**src/rtl/irqctl_pkg.sv**
```systemverilog
package irqctl_pkg;

    localparam int CTRL_W  = 18;
    localparam int WORD_W  = 32;
    localparam int BYTES_W = WORD_W / 8;
    localparam int NSRC    = 2;

    localparam logic [CTRL_W-1:0] CTRL_RST = 18'h10200;

    localparam int B_HINT64 = 17;
    localparam int B_SWAP   = 16;
    localparam int B_EN1    = 15;
    localparam int B_EN2    = 14;
    localparam int B_LITTLE = 13;
    localparam int B_ROUTE  = 12;
    localparam int B_MASKED = 11;
    localparam int B_HINT32 = 10;

    typedef struct packed {
        logic hint64;
        logic swap;
        logic en1;
        logic en2;
        logic little;
        logic route;
        logic masked;
        logic hint32;
    } ctrl_view_t;

    typedef struct packed {
        logic [WORD_W-1:0] hi;
        logic [WORD_W-1:0] lo;
    } dword_t;

    function automatic ctrl_view_t decode_ctrl(input logic [CTRL_W-1:0] c);
        ctrl_view_t v;
        v.hint64 = c[B_HINT64];
        v.swap   = c[B_SWAP];
        v.en1    = c[B_EN1];
        v.en2    = c[B_EN2];
        v.little = c[B_LITTLE];
        v.route  = c[B_ROUTE];
        v.masked = c[B_MASKED];
        v.hint32 = c[B_HINT32];
        return v;
    endfunction

    function automatic logic [WORD_W-1:0] byte_rev(input logic [WORD_W-1:0] w);
        logic [WORD_W-1:0] r;
        for (int i = 0; i < BYTES_W; i++) begin
            r[8*i +: 8] = w[WORD_W-8-8*i +: 8];
        end
        return r;
    endfunction

endpackage

```
**src/rtl/irqctl_regfile.sv**
```systemverilog
module irqctl_regfile
    import irqctl_pkg::*;
#(
    parameter int ADDR_W = 4,
    parameter logic [ADDR_W-1:0] SET_OFF = 4'h8,
    parameter logic [ADDR_W-1:0] CLR_OFF = 4'hC
) (
    input  logic              clk,
    input  logic              rst,
    input  logic              wr_en,
    input  logic [ADDR_W-1:0] wr_addr,
    input  logic [CTRL_W-1:0] wr_bits,
    input  logic [ADDR_W-1:0] rd_addr,
    output logic [WORD_W-1:0] rd_data,
    output logic [CTRL_W-1:0] ctrl_q
);

    localparam int PAD_W = WORD_W - CTRL_W;

    logic do_set;
    logic do_clr;
    logic [CTRL_W-1:0] ctrl_d;

    assign do_set = wr_en && (wr_addr == SET_OFF);
    assign do_clr = wr_en && (wr_addr == CLR_OFF);

    always_comb begin
        ctrl_d = ctrl_q;
        if (do_set) ctrl_d = ctrl_q | wr_bits;
        else if (do_clr) ctrl_d = ctrl_q & ~wr_bits;
    end

    always_ff @(posedge clk) begin
        if (rst) ctrl_q <= CTRL_RST;
        else     ctrl_q <= ctrl_d;
    end

    always_comb begin
        if (rd_addr == SET_OFF || rd_addr == CLR_OFF)
            rd_data = {{PAD_W{1'b0}}, ctrl_q};
        else
            rd_data = '0;
    end

endmodule

```
**src/rtl/irqctl_route.sv**
```systemverilog
module irqctl_route
    import irqctl_pkg::*;
(
    input  logic              clk,
    input  logic              rst,
    input  logic              en1,
    input  logic              en2,
    input  logic              route,
    input  logic [WORD_W-1:0] src1,
    input  logic [WORD_W-1:0] mask1,
    input  logic [WORD_W-1:0] src2,
    input  logic [WORD_W-1:0] mask2,
    output logic              irq1,
    output logic              irq2
);

    logic [WORD_W-1:0] src_a  [NSRC];
    logic [WORD_W-1:0] mask_a [NSRC];
    logic [NSRC-1:0]   en_a;
    logic [NSRC-1:0]   live;

    assign src_a[0]  = src1;
    assign src_a[1]  = src2;
    assign mask_a[0] = mask1;
    assign mask_a[1] = mask2;
    assign en_a      = {en2, en1};

    for (genvar g = 0; g < NSRC; g++) begin : g_src
        assign live[g] = en_a[g] & (|(src_a[g] & mask_a[g]));
    end

    logic irq1_d;
    logic irq2_d;

    always_comb begin
        if (route) begin
            irq1_d = |live;
            irq2_d = 1'b0;
        end else begin
            irq1_d = live[0];
            irq2_d = live[1];
        end
    end

    always_ff @(posedge clk) begin
        if (rst) begin
            irq1 <= 1'b0;
            irq2 <= 1'b0;
        end else begin
            irq1 <= irq1_d;
            irq2 <= irq2_d;
        end
    end

endmodule

```
**src/rtl/irqctl_fmt.sv**
```systemverilog
module irqctl_fmt
    import irqctl_pkg::*;
(
    input  logic              clk,
    input  logic              rst,
    input  logic              masked,
    input  logic              swap,
    input  logic              little,
    input  logic [WORD_W-1:0] src1,
    input  logic [WORD_W-1:0] mask1,
    input  logic [WORD_W-1:0] src2,
    input  logic [WORD_W-1:0] mask2,
    input  logic              xfer_req,
    output logic [2*WORD_W-1:0] stat_word,
    output logic              stat_valid
);

    dword_t natural_w;
    dword_t swapped_w;
    dword_t final_w;

    // stage 1: masking
    assign natural_w.hi = masked ? (src1 & mask1) : src1;
    assign natural_w.lo = masked ? (src2 & mask2) : src2;

    // stage 2: half exchange
    assign swapped_w = swap ? '{hi: natural_w.lo, lo: natural_w.hi} : natural_w;

    // stage 3: byte order within each half
    assign final_w.hi = little ? byte_rev(swapped_w.hi) : swapped_w.hi;
    assign final_w.lo = little ? byte_rev(swapped_w.lo) : swapped_w.lo;

    always_ff @(posedge clk) begin
        if (rst) begin
            stat_word  <= '0;
            stat_valid <= 1'b0;
        end else begin
            stat_valid <= xfer_req;
            if (xfer_req) stat_word <= final_w;
        end
    end

endmodule

```
**src/rtl/irqctl_top.sv**
```systemverilog
module irqctl_top
    import irqctl_pkg::*;
#(
    parameter int ADDR_W = 4,
    parameter logic [ADDR_W-1:0] SET_OFF = 4'h8,
    parameter logic [ADDR_W-1:0] CLR_OFF = 4'hC
) (
    input  logic              clk,
    input  logic              rst,
    input  logic              wr_en,
    input  logic [ADDR_W-1:0] wr_addr,
    input  logic [31:0]       wr_data,
    input  logic [ADDR_W-1:0] rd_addr,
    output logic [31:0]       rd_data,
    input  logic [31:0]       src1,
    input  logic [31:0]       mask1,
    input  logic [31:0]       src2,
    input  logic [31:0]       mask2,
    input  logic              xfer_req,
    output logic              irq1,
    output logic              irq2,
    output logic [63:0]       stat_word,
    output logic              stat_valid,
    output logic              hint64,
    output logic              hint32
);

    logic [CTRL_W-1:0] ctrl_q;
    ctrl_view_t        view;

    assign view = decode_ctrl(ctrl_q);

    irqctl_regfile #(
        .ADDR_W (ADDR_W),
        .SET_OFF(SET_OFF),
        .CLR_OFF(CLR_OFF)
    ) u_regs (
        .clk    (clk),
        .rst    (rst),
        .wr_en  (wr_en),
        .wr_addr(wr_addr),
        .wr_bits(wr_data[CTRL_W-1:0]),
        .rd_addr(rd_addr),
        .rd_data(rd_data),
        .ctrl_q (ctrl_q)
    );

    irqctl_route u_route (
        .clk  (clk),
        .rst  (rst),
        .en1  (view.en1),
        .en2  (view.en2),
        .route(view.route),
        .src1 (src1),
        .mask1(mask1),
        .src2 (src2),
        .mask2(mask2),
        .irq1 (irq1),
        .irq2 (irq2)
    );

    irqctl_fmt u_fmt (
        .clk       (clk),
        .rst       (rst),
        .masked    (view.masked),
        .swap      (view.swap),
        .little    (view.little),
        .src1      (src1),
        .mask1     (mask1),
        .src2      (src2),
        .mask2     (mask2),
        .xfer_req  (xfer_req),
        .stat_word (stat_word),
        .stat_valid(stat_valid)
    );

    assign hint64 = view.hint64;
    assign hint32 = view.hint32;

endmodule

```
**config.mk**
```make
export PLATFORM = sky130hd
export DESIGN_NAME = irqctl_top
export DESIGN_NICKNAME = d
export VERILOG_FILES = /design/src/rtl/irqctl_pkg.sv /design/src/rtl/irqctl_regfile.sv /design/src/rtl/irqctl_route.sv /design/src/rtl/irqctl_fmt.sv /design/src/rtl/irqctl_top.sv
export SDC_FILE = /design/constraint.sdc
export NUM_CORES = 1
export LEC_CHECK = 0
export ABC_AREA = 1
export BUFFER_PORTS_ARGS = -buffer_cell sky130_fd_sc_hd__buf_2
export CORE_ASPECT_RATIO = 2
export CORE_UTILIZATION = 48
export CTS_CLUSTER_DIAMETER = 150
export DETAILED_ROUTE_END_ITERATION = 10
export PLACE_DENSITY_LB_ADDON = 0.1
export SKIP_CTS_REPAIR_TIMING = 1
export SYNTH_ARGS = -nofsm -noshare
export SYNTH_HDL_FRONTEND = slang
export SYNTH_SLANG_ARGS = --single-unit
export TNS_END_PERCENT = 1
```
**constraint.sdc**
```tcl
create_clock -name clk -period 1.55 [get_ports clk]
set_clock_uncertainty 0.05 [all_clocks]
set_input_delay 0.31 -clock clk [delete_from_list [all_inputs] [get_ports clk]]
set_output_delay 0.31 -clock clk [all_outputs]
set_load 0.01 [all_outputs]
```
# Yosys cells after proc, flatten, opt, wreduce, memory -nomap -nowiden
# Index checks and enable logic that the tools add are counted.
totals:
  reg_bits: 85
  inputBits: 172
  out_inout_bits: 101
classes:
  n_eq_ne: 4
  n_mux: 9
  bitwise_logic: 7
  reduce_logical: 8
ops:
  columns: ["op", "count"]
  rows:
  - ["$mux 32", 4]
  - ["$and 32x32->32", 2]
  - ["$mux 64", 1]
  - ["$reduce_or 32->1", 2]
  - ["$mux 18", 3]
  - ["$and 18x18->18", 1]
  - ["$not 18->18", 1]
  - ["$or 18x18->18", 1]
  - ["$eq 4x4->1 const B", 4]
  - ["$reduce_or 2->1", 2]
  - ["$and 1x1->1", 2]
  - ["$logic_and 1x1->1", 2]
  - ["$reduce_bool 2->1", 1]
  - ["$logic_or 1x1->1", 1]
  - ["$mux 1", 1]

# Depth between registers and ports, before layout
# Gate-level depths: netlist (run 1).
depth:
  word_depth: 5
  mapped_depth: 9

# Cells and area by module
# Synthesis (run 1) repeated with hierarchy kept, for this count alone.
hier_totals:
  hier_cells: 1184
  hier_area_um2: 6413.7
modules_own_cells:
  columns: ["mod", "instances", "cells_each", "area_each_um2"]
  rows:
  - ["irqctl_fmt", 1, 891, 4799.6]
  - ["irqctl_regfile", 1, 160, 1064.8]
  - ["irqctl_route", 1, 133, 549.3]

# Worst setup path before layout (run 1)
# Ideal clock, no wire load.
synth_timing:
  path_kind: "input port to output port"
  from: "in rd_addr[1]"
  to: "out rd_data[10]"
  arrival_ns: 0.939
  required_time_ns: 1.190
  slack_ns: 0.251
  path_stages: 4
  path_buffers: 1
  path_cell_list: "nor2_1 nand2_1 clkbuf_1 nor2_1"
synth_between:
  elab_chain_len: 3
  elab_cells_between_ends: 4
  cone_classes: "eq/ne: 2; mux: 1; reduce/logical: 1"
synth_lines:
  columns: ["element", "line", "rtl"]
  rows:
  - ["start: declaration", "irqctl_top.sv:13", "input logic [ADDR_W-1:0] rd_addr,"]
  - ["$eq 4x4->1", "irqctl_regfile.sv:39", "if (rd_addr == SET_OFF || rd_addr == CLR_OFF)"]
  - ["$logic_or 1x1->1 (*)", "irqctl_regfile.sv:39", null]
  - ["$mux 18 (*)", "irqctl_regfile.sv:39", null]
  - ["end: declaration", "irqctl_top.sv:14", "output logic [31:0] rd_data,"]
# Mark *: on every way between the ends. The rest lies on a longest branch, timed or not.

==> results of run 1 <==
## worst min-delay path by stage
stage	from	end	slack [ps]	cells after the start
after floorplan	register	u_route.irq2$_SDFF_PP0_	370	1
after global placement	register	u_route.irq2$_SDFF_PP0_	400	1
after detailed placement	register	register	420	2
after CTS	wr_data[9]	register	150	3
after global routing	wr_data[10]	register	160	3
final	wr_data[9]	register	160	3
## power by group through the flow
stage | combinational, W | sequential (W) | clock [W]
floorplan | 0.000709 | 0.00250 | 0
global placement | 0.00132 | 0.00244 | 0
detailed placement | 0.00134 | 0.00244 | 0
CTS | 0.00134 | 0.00240 | 0.00229
global route | 0.00153 | 0.00241 | 0.00238
finish | 0.00136 | 0.00239 | 0.00224
## synthesized netlist by cell type
library cell  count
nand3_1         155
inv_2             2
inv_1           100
clkbuf_2          1
conb_1            1
clkbuf_1         13
buf_6             7
nor2_4            1
nand3_4           1
nor2_1          171
o21ai_2          50
nand2_1         320
mux2i_1          20
nor2_2            1
a21oi_1          16
buf_2            23
o21ai_0          32
buf_4            15
buf_1            13
dfxtp_1          85
## cell type report
type                            count  area (um2)
Fill cell                        1245        4320
Multi-Input combinational cell    781        3590
Sequential cell                    85        1710
Timing Repair Buffer              274        1680
Inverter                          102         388
Clock buffer                        9         225
Tap cell                          147         184
Clock inverter                      7        82.6
Antenna cell                        8        20.0
## kinds of logic (layout without fill, tap and decap cells)
group	after synthesis	in the layout
and+or+nand+nor	649	649
buffers and inverters	174	392
AOI/OAI and AO/OA	98	98
DFF	85	85
muxes	20	20
other	1	22
## stage by stage
step                      utilization [%]  std cells  hold WS, ps
after CTS                            63.3       1397          150
after detailed placement             60.8       1381          417
after global placement               60.8       1381          396
after global routing                 64.6       1413          161
after floorplan                         -       1040          373
final                                64.6       1413          157
## layer usage
layer | track usage, % | vias to the layer above | share of wire [%]
li1 | - | 3655 | -
met1 | 32.6 | 3051 | 38
met2 | 50.6 | 298 | 50
met3 | 7.27 | 49 | 7.6
met4 | 14.8 | 0 | 4.1
met5 | 0 | - | 0
## critical path: stages, from the launching register on
cell and delay (ps):
dfxtp_4 370, inv_6 60, buf_12 140, nor2_2 90
buf_2 130
==> impl_metrics.json, run 1 <==
{
  "status": "complete, no violations",
  "hpwlAfterDp_um": 14400,
  "hold_class": "in -> reg",
  "cts_tree": "yes",
  "fin_crit_sh_pct": 96.6,
  "firstDrtPassIters": 6,
  "cp_data_required_time_ps": 1190,
  "p_sw_share_pct": 30.6,
  "fin_nets": 1425,
  "ys_types": 20,
  "cp_max_fo": 11,
  "num_vias": 7053,
  "wl_per_cell_um": 13.6,
  "cts_made_buffers": 9,
  "synth_compound_area_share_pct": 11.2,
  "clk-insertion-delay-late_ps": 340,
  "post_dp_cell_area_mm2": 0.00741,
  "cp.arrival_ps": 1140,
  "overflow": 0,
  "fmax_ghz": 0.668,
  "fin_area_mm2": 0.00788,
  "port_buffers": 243,
  "avgSynthCellArea_um2": 5.87,
  "h-tree-depth": 3,
  "dieWidth_um": 81.3,
  "post_drt_via_cell_ratio": 4.99,
  "p_leak_nw": 4.44,
  "power_density_mw_per_mm2": 760,
  "core_area_mm2": 0.0122,
  "r2r-end": "u_fmt.stat_word[51]$_SDFFE_PP0P_",
  "synth_top_family_by_area": "simple AND/OR/NAND/NOR gates",
  "final_common_cell": "nand2_1",
  "wl_um": 19300,
  "max-cap-violations": 0,
  "synth_seq_cells": 85,
  "synth_top_area_share_pct": 28.2,
  "clock_path_buffers": 2,
  "yosysTopAreaCell": "dfxtp_1",
  "drv_slew": 0,
  "end_kind": "output port",
  "initial_core_util_pct": 49.4,
  "drive_gt1_share_pct": 27.9,
  "cts_sinks": 85,
  "grt_antenna_before_repair": 8,
  "synthTopCellsByArea": "dfxtp_1 28%, nand2_1 20%, nand3_1 13%, nor2_1 11%, o21ai_2 7.3%",
  "grt_max_degree": 53,
  "vdd.ir_drop.worst_mv": 0.566,
  "grt_pass1_wl_um": 29800,
  "internal_power_w": 0.00416,
  "syn_area_mm2": 0.00603,
  "totalPowerFinal_w": 0.00599,
  "p_clk_share_pct": 37.4,
  "syn_inst": 1027,
  "gp_congestion": 0.889,
  "layout_common_cells": "320 x nand2_1, 242 x buf_2, 169 x nor2_1, 155 x nand3_1, 99 x inv_1",
  "path_clk_slew_ps": 70,
  "dp_slack_ps": 90.2,
  "synthAdderAreaFrac_pct": 0,
  "worst_r2r_path_depth": 9,
  "dieArea_mm2": 0.0130,
  "period_needed_ps": 1500,
  "ios": 273,
  "grt_pass1_vias": 6428,
  "crit_path_end": "rd_data[11]",
  "switching_power_w": 0.00183,
  "seqPwrFrac_pct": 39.9,
  "rows": 57,
  "fp.dieH_um": 161,
  "grtUsageTotal_pct": 29.5,
  "syn_to_final_growth_pct": 30.7,
  "ant_nets": 0,
  "setup-tns-final_ps": 0,
  "synthSimpleGateAreaFrac_pct": 44.0,
  "remaining_drc_errors": 0,
  "synthXorXnorAreaFrac_pct": 0,
  "r2r_slack_ps": 90,
  "startpoint_type": "register",
  "drtIter0Drc": 394,
  "final-hold-violation-count": 0,
  "muxShareOfSynthArea_pct": 3.32,
  "crit_type": "reg -> out",
  "combPwrFrac_pct": 22.7,
  "setup_violations": 0,
  "clock-root-buffer": "clkbuf_16",
  "fin_ws_ps": 53.4,
  "yosys_warnings": 0,
  "ys_seq_area_share_pct": 28.2
}
No activity file was read; power rests on OpenSTA's default activity.
==> run 2, diff against run 1 <==
==> constraint.sdc (replaced) <==
create_clock -name clk -period 1.4 [get_ports clk]
set_clock_uncertainty 0.05 [all_clocks]
set_input_delay 0.28 -clock clk [delete_from_list [all_inputs] [get_ports clk]]
set_output_delay 0.28 -clock clk [all_outputs]
set_load 0.01 [all_outputs]
==> impl_metrics.json, run 2 (synthesis results as in run 1) <==
{
  "status": "finished, violations left",
  "violations": "negative setup slack",
  "fin_ws_ps": -62.4,
  "cp_num_buf_inv": 3,
  "rsz0062_at_grt": "yes",
  "cp_max_fo": 4,
  "remaining_drc_errors": 0,
  "cp_top_family": "flip-flops",
  "clock_path_buffers": 2,
  "crit_type": "reg -> out",
  "grt_pass1_vias": 6499,
  "cts_made_buffers": 9,
  "path_clk_slew_ps": 60,
  "grt_antenna_before_repair": 7,
  "startpoint_type": "register",
  "layout_common_cells": "315 x nand2_1, 242 x buf_2, 169 x nor2_1, 150 x nand3_1, 99 x inv_1",
  "drive_gt1_share_pct": 30.3,
  "rows": 57,
  "period_needed_ps": 1460,
  "firstDrtPassIters": 8,
  "vdd.ir_drop.worst_mv": 0.690,
  "drv_slew": 0,
  "wl_um": 19600,
  "hold_slack_ps": 116,
  "grtUsageTotal_pct": 29.9,
  "dieWidth_um": 81.3,
  "setup_violations": 11,
  "p_leak_nw": 4.55,
  "final-hold-violation-count": 0,
  "critPathSlowestCell": "dfxtp_4",
  "post_drt_via_cell_ratio": 5.12,
  "fp.dieH_um": 161,
  "drtIter0Drc": 425,
  "dp_slack_ps": -26.3,
  "clock-root-buffer": "clkbuf_16",
  "initial_core_util_pct": 49.4,
  "totalPowerFinal_w": 0.00668,
  "cp_data_required_time_ps": 1070,
  "wl_per_cell_um": 13.7,
  "ant_nets": 0,
  "h-tree-depth": 3,
  "final_common_cell": "nand2_1",
  "setup-tns-final_ps": -282,
  "crit_chain": "inv_6, buf_12, nor2_2, buf_2",
  "critPathMaxStageDelay_ps": 390,
  "max-cap-violations": 0,
  "hpwlAfterDp_um": 14600,
  "end_kind": "output port",
  "core_area_mm2": 0.0122,
  "grt_max_degree": 68,
  "hold_class": "in -> reg",
  "cts_tree": "yes",
  "power_density_mw_per_mm2": 811,
  "gp_congestion": 0.863,
  "grt_pass1_wl_um": 30300,
  "cp.arrival_ps": 1130,
  "fmax_ghz": 0.684,
  "num_vias": 7336,
  "cts_sinks": 85,
  "fin_nets": 1447,
  "ios": 273,
  "clk-insertion-delay-late_ps": 340,
  "overflow": 0,
  "fin_crit_sh_pct": 104,
  "dieArea_mm2": 0.0130,
  "port_buffers": 243,
  "syn_to_final_growth_pct": 36.5
}
[run 2: cell count changes in the layout (fill, tap and decap cells not counted), sizes merged]
cell | before | now
diode | 8 | 7
clkinv | 3 | 2
buf | 271 | 293
inv | 105 | 103
clkinvlp | 0 | 3
[run 2: where the power goes]
part / internal, W / leakage [nW] / switching, W / total (W)
combinational: 0.000676 / 3.70 / 0.000916 / 0.00159
clock: 0.00139 / 0.138 / 0.00105 / 0.00243
sequential: 0.00257 / 0.703 / 0.0000802 / 0.00265
total: 0.00463 / 4.55 / 0.00204 / 0.00668
[run 2: final cells by class]
cell class                      count  area (um2)
Antenna cell                        7        17.5
Clock buffer                        9         225
Clock inverter                      7        75.1
Fill cell                        1188        3970
Inverter                          102         390
Multi-Input combinational cell    781        3740
Sequential cell                    85        1710
Tap cell                          147         184
Timing Repair Buffer              296        1880
[run 2: worst paths after layout]
| kind | from | cells after the start | slack, ps | end |
|---|---|---|---|---|
| worst max-delay path | register | 4 | -60 | rd_data[16] |
| worst min-delay path | wr_data[16] | 3 | 120 | register |
| worst max register to register | register | 9 | -30 | u_fmt.stat_word[1]$_SDFFE_PP0P_ |
| worst min register to register | register | 1 | 420 | u_route.irq2$_SDFF_PP0_ |
[run 2: tightest hold or removal path, cell delays in order]
cell and delay (ps):
buf_2 80, nand2_1 50, nand3_1 70
[run 2: through the flow]
| step | instance area [um2] | util [%] | std cells |
|---|---|---|---|
| global placement | 7560 | 62.0 | 1399 |
| floorplan | 6080 | - | 1040 |
| CTS | 7860 | 64.4 | 1415 |
| global route | 8230 | 67.5 | 1434 |
| detailed placement | 7560 | 62.0 | 1399 |
| finish | 8230 | 67.5 | 1434 |
[run 2: routing by layer]
metal	global-route usage, %	vias to the layer above	part of all wire, %
met2	51.9	312	51
met5	0	-	0
met4	12.6	0	3.5
met3	7.61	46	7.5
li1	-	3697	-
met1	33.5	3281	38
